`src/rtl/dl_pkg.sv`:
```
package dl_pkg;

  // Width of an index able to address n items (at least one bit).
  function automatic int unsigned sel_width(input int unsigned n);
    return (n > 1) ? $clog2(n) : 1;
  endfunction

endpackage

```
`src/rtl/dl_way_ptr.sv`:
```
module dl_way_ptr #(
  parameter int unsigned WAYS = 2,
  localparam int unsigned PW  = dl_pkg::sel_width(WAYS)
) (
  input  logic            clk,
  input  logic            rst,
  output logic [PW-1:0]   ptr,
  output logic [WAYS-1:0] shift_en
);

  localparam logic [PW-1:0] LAST = PW'(WAYS - 1);

  generate
    if (WAYS == 1) begin : g_single
      always_ff @(posedge clk) ptr <= '0;
    end else begin : g_ring
      always_ff @(posedge clk) begin
        if (rst)              ptr <= '0;
        else if (ptr == LAST) ptr <= '0;
        else                  ptr <= ptr + 1'b1;
      end
    end
  endgenerate

  // One-hot decode of the lane that takes the next word.
  always_comb begin
    shift_en = '0;
    shift_en[ptr] = 1'b1;
  end

  AST_PTR_RANGE: assert property (@(posedge clk) disable iff (rst)
    ptr <= LAST);
  AST_PTR_WRAP: assert property (@(posedge clk) disable iff (rst)
    (!rst && ptr == LAST) |=> ptr == '0);
  AST_PTR_STEP: assert property (@(posedge clk) disable iff (rst)
    (!rst && ptr != LAST) |=> ptr == PW'($past(ptr) + 1'b1));

endmodule

```
`src/rtl/dl_lane.sv`:
```
module dl_lane #(
  parameter int unsigned DATA_W = 16,
  parameter int unsigned STAGES = 32
) (
  input  logic              clk,
  input  logic              rst,
  input  logic              en,
  input  logic [DATA_W-1:0] din,
  output logic [DATA_W-1:0] tail
);

  logic [STAGES-1:0][DATA_W-1:0] stg;

  generate
    if (STAGES == 1) begin : g_one
      always_ff @(posedge clk) begin
        if (rst)     stg <= '0;
        else if (en) stg[0] <= din;
      end
    end else begin : g_many
      always_ff @(posedge clk) begin
        if (rst)     stg <= '0;
        else if (en) stg <= {stg[STAGES-2:0], din};
      end
    end
  endgenerate

  assign tail = stg[STAGES-1];

  AST_LANE_LOAD: assert property (@(posedge clk) disable iff (rst)
    (en && !rst) |=> stg[0] == $past(din));
  AST_LANE_HOLD: assert property (@(posedge clk) disable iff (rst)
    (!en && !rst) |=> $stable(stg));

endmodule

```
`src/rtl/dl_tap_mux.sv`:
```
module dl_tap_mux #(
  parameter int unsigned DATA_W = 16,
  parameter int unsigned WAYS   = 2,
  localparam int unsigned PW    = dl_pkg::sel_width(WAYS)
) (
  input  logic [PW-1:0]                sel,
  input  logic [WAYS-1:0][DATA_W-1:0]  tails,
  output logic [DATA_W-1:0]            dout
);

  generate
    if (WAYS == 1) begin : g_pass
      assign dout = tails[0];
    end else begin : g_sel
      always_comb dout = tails[sel];
    end
  endgenerate

endmodule

```
`src/rtl/interleaved_delay_line.sv`:
```
module interleaved_delay_line #(
  parameter int unsigned DATA_W = 16,
  parameter int unsigned DEPTH  = 64,
  parameter int unsigned WAYS   = 2
) (
  input  logic              clk,
  input  logic              rst,
  input  logic [DATA_W-1:0] data_in,
  output logic [DATA_W-1:0] data_out
);

  localparam int unsigned STAGES = DEPTH / WAYS;
  localparam int unsigned PW     = dl_pkg::sel_width(WAYS);

  logic [PW-1:0]               ptr;
  logic [WAYS-1:0]             shift_en;
  logic [WAYS-1:0][DATA_W-1:0] tails;

  dl_way_ptr #(.WAYS(WAYS)) u_ptr (
    .clk      (clk),
    .rst      (rst),
    .ptr      (ptr),
    .shift_en (shift_en)
  );

  generate
    for (genvar w = 0; w < WAYS; w++) begin : g_lane
      dl_lane #(.DATA_W(DATA_W), .STAGES(STAGES)) u_lane (
        .clk  (clk),
        .rst  (rst),
        .en   (shift_en[w]),
        .din  (data_in),
        .tail (tails[w])
      );
    end
  endgenerate

  // The lane written next holds the oldest word: show its tail.
  dl_tap_mux #(.DATA_W(DATA_W), .WAYS(WAYS)) u_mux (
    .sel   (ptr),
    .tails (tails),
    .dout  (data_out)
  );

  AST_ONE_SHIFT: assert property (@(posedge clk) disable iff (rst)
    $onehot(shift_en));

endmodule

```
`config.mk`:
```
export PLATFORM = sky130hd
export DESIGN_NAME = interleaved_delay_line
export DESIGN_NICKNAME = d
export VERILOG_FILES = /design/src/rtl/dl_pkg.sv /design/src/rtl/dl_way_ptr.sv /design/src/rtl/dl_lane.sv /design/src/rtl/dl_tap_mux.sv /design/src/rtl/interleaved_delay_line.sv
export SDC_FILE = /design/constraint.sdc
export NUM_CORES = 2
export LEC_CHECK = 0
export ABC_AREA = 1
export BUFFER_PORTS_ARGS = -buffer_cell sky130_fd_sc_hd__buf_2
export CORE_MARGIN = 2
export CORE_UTILIZATION = 45
export DETAILED_ROUTE_END_ITERATION = 10
export SLEW_MARGIN = 20
export SYNTH_ARGS = -nofsm -noshare
export SYNTH_HDL_FRONTEND = slang
export SYNTH_HIERARCHICAL = 1
export SYNTH_SLANG_ARGS = --single-unit
```
`constraint.sdc`:
```
create_clock -name clk -period 2.3 [get_ports clk]
set_input_delay 0.115 -clock clk [delete_from_list [all_inputs] [get_ports clk]]
set_output_delay 0.115 -clock clk [all_outputs]
set_load 0.02 [all_outputs]
```
==> metrics.md <==
| Metric | Value |
|---|---|
| Max-slew violations | `0` |
| Worst-case reg-to-reg path depth | `6` |
| Number of routed nets with antenna violations | `0` |
| Clock tree sinks | `1,025` |
| Synthesis-stage register bit count | `1,025` |
| Full die area | `95,700 sq um` |
| Clock latency reported for the late side of the worst-skew pair | `0.67 ns` |
| Synth top area cells | `dfxtp_1, nand2_1, nor2_1` |
| Final non-filler cell total | `7,775` |
| Crit Path Class | `register to primary output` |
| Design Power | `41.7 mW` |
| Clock transition at the registers of the reported paths | `0.06 ns` |
| Arrival @ worst endpoint | `2.10 ns` |
| Power density cells | `893 nW/um^2` |
| Area added between synthesis and finish | `11.3%` |
| Type of the most critical hold path | `input port to register` |
| MaxCap Viol Count | `0` |
| Reg-to-Reg End | `g_lane[0].u_lane/stg[428]` |
| Maximum fanout encountered on the critical timing path | `79` |
| Net count of the mapped netlist | `6,592` |
| Initial antenna violation count | `0` |
| Final hold vios | `0` |
| Bufs on Longest Clock Path | `3` |
| Pin count of the biggest net entering global routing | `173` |
| Layout filler cell count | `9,513` |
| Num CTS Buffers | `109` |
| Global-route usage over all layers | `14.5%` |
| Sequential cell area fraction in the yosys report | `48.9%` |
| Count of different cell masters after synthesis | `13` |
| Critical Path Source Type | `register` |
| Global route overflow | `0` |
| Proportion of layout cells with a drive suffix above 1 | `4.43%` |
| Transition time at the pin with the least slew margin | `0.771 ns` |
| Vias after detailed routing | `32,200` |
| Fin crit period | `2.22 ns` |
| Endpoint kind of the worst setup timing path | `primary output` |
| Placer Congestion | `0.693` |
| Global-route wire length before repair | `123,000 microns` |
| Worst min-delay path startpoint | `data_in[4]` |
| RSZ-0062 raised after global routing | `yes` |
| Area taken by flip-flops and latches | `20,500 sq um` |
| Count of input and output buffers | `33` |
| Achievable Freq | `0.451 GHz` |
| Footprint of the multi-input gates | `15,600 sq um` |
| Maximum vdd ir drop | `0.574 mV` |
| Max-Slew Margin vs Limit | `48.6%` |
| Ys Warns | `6` |
| Total instance count after detailed placement | `7,559` |
| R2r setup slk | `0.66 ns` |
| Layout Nets | `6,451` |
| Synth top area share | `48.9%` |
| Cell Area, Synth | `42,000 sq um` |
| Worst setup path startpoint | `u_ptr/ptr` |
| Count of TritonRoute iterations in the first routing pass | `4` |
| Leakage power total | `23.4 nW` |
| Count of endpoints failing setup in the final report | `0` |
| Number of design rule violations left after detail routing | `0` |
| Most used cells in the layout excluding fill and tap cells | `nand2_1, nor2_1, inv_1, dfxtp_1, clkbuf_16` |
| Post-Synthesis Cells | `6,574` |
| Floorplan core area | `92,900 sq um` |
| Final worst clock skew | `0.0179 ns` |
| DR vias/cell | `4.15` |
| 1st-iter DRT viols | `1,773` |
| Rows | `112` |
| Synthesized area divided by synthesized cell count | `6.38 sq um` |
| Cell taking the most area after synthesis | `dfxtp_1` |
| Capturing instance or port of the critical path | `data_out[5]` |
| # diodes | `0` |
| Initial Util | `45.2%` |
| Routed length per placed instance | `8.66 microns` |
| Detailed placer's ending HPWL | `37,600 microns` |
| Aggregate negative setup slack | `0 ns` |
| TritonCTS clock tree | `yes` |
| Total Routed Length | `67,300 microns` |
| Die width | `309 microns` |
| Data required time at the worst endpoint | `2.18 ns` |
| Worst r2r src | `u_ptr/ptr` |
| Number of top-level design ports | `34` |
| Height of the die | `309 microns` |
| Post-CTS Repair Setup Buffers | `0` |
| Result of the run | `finished clean` |
| Clock H-tree levels | `3` |
| Vias in the first global route | `28,800` |
| Root Driver | `clkbuf_16` |
| Post-route fraction of the period consumed by the critical path | `96.5%` |
| Most common cell after layout, fill and taps aside | `nand2_1` |
## synthesized netlist by cell type
master,n
nor2_1,2049
dfxtp_1,1025
clkbuf_1,66
buf_4,53
buf_12,1
nand2_2,5
inv_1,1025
nand2_1,2091
inv_2,2
inv_6,1
buf_6,12
buf_2,232
buf_1,12
## per-stage QoR
step                      area, sq um  util, %  hold slack [ns]  worst slack, ns
after floorplan                 42000        -            0.182             1.06
after global placement          42800     46.1            0.423            0.687
after detailed placement        42800     46.1            0.429            0.657
after CTS                       46600     50.2            0.231           0.0139
after global routing            46700     50.3            0.276          -0.0546
final                           46700     50.3            0.279           0.0807
## routing by layer
metal / wire [microns] / part of all wire (%) / up-vias / global-route usage (%)
li1: - / - / 18200 / -
met2: 29300 / 44 / 188 / 24.9
met3: 1790 / 2.7 / 107 / 2.60
met5: 0 / 0 / - / 0
met4: 1430 / 2.1 / 0 / 4.28
met1: 34800 / 52 / 13700 / 18.4
## final cells by class
cell class	instances	share of cell area [%]
clock inverters	32	0.876
multi-input cells	4145	33.4
inverters	1028	8.32
clock buffers	167	6.93
flip-flops and latches	1025	44.0
repair buffers	124	3.18
well taps	1254	3.36
## repair_timing
action,CTS,global route
cloned,0,0
hold buffers,17,0
endpoints found under the setup margin,1,14
resized for setup,1,14
endpoints found under the hold margin,33,0
## flip-flops by register name, indices dropped and copies added (netlist names)
name,flops
g_lane.u_lane/stg,992
g_lane.u_lane/tail,32
u_ptr/ptr,1
## where the power goes
part	switching, mW	internal, mW
Combinational	2.70	1.70
Clock	7.05	10.5
Sequential	0.641	19.1
Total	10.4	31.3
## how the worst min path moves through the flow
stage                               endpoint  slack [ns]  cells after the start
floorplan                          u_ptr/ptr        0.18                      1
global placement    g_lane[0].u_lane/stg[15]        0.42                      5
detailed placement  g_lane[0].u_lane/stg[15]        0.43                      5
CTS                 g_lane[0].u_lane/stg[13]        0.23                      6
global route        g_lane[0].u_lane/stg[12]        0.28                      6
finish               g_lane[0].u_lane/stg[4]        0.28                      6
## cell families after synthesis
logic type             count (synthesis)  share of synthesized area, %
AND/OR/NAND/NOR                     4145                          37.1
buffers and inverters               1404                          14.0
flip-flops                          1025                          48.9
## worst max-delay path, stage by stage (launching register included)
cell and delay [ns]:
dfxtp_4 0.43, buf_16 0.24, buf_12 0.33, nand2_1 0.10, nand2_1 0.12, buf_2 0.18
Power figures use the tool's default switching activity.
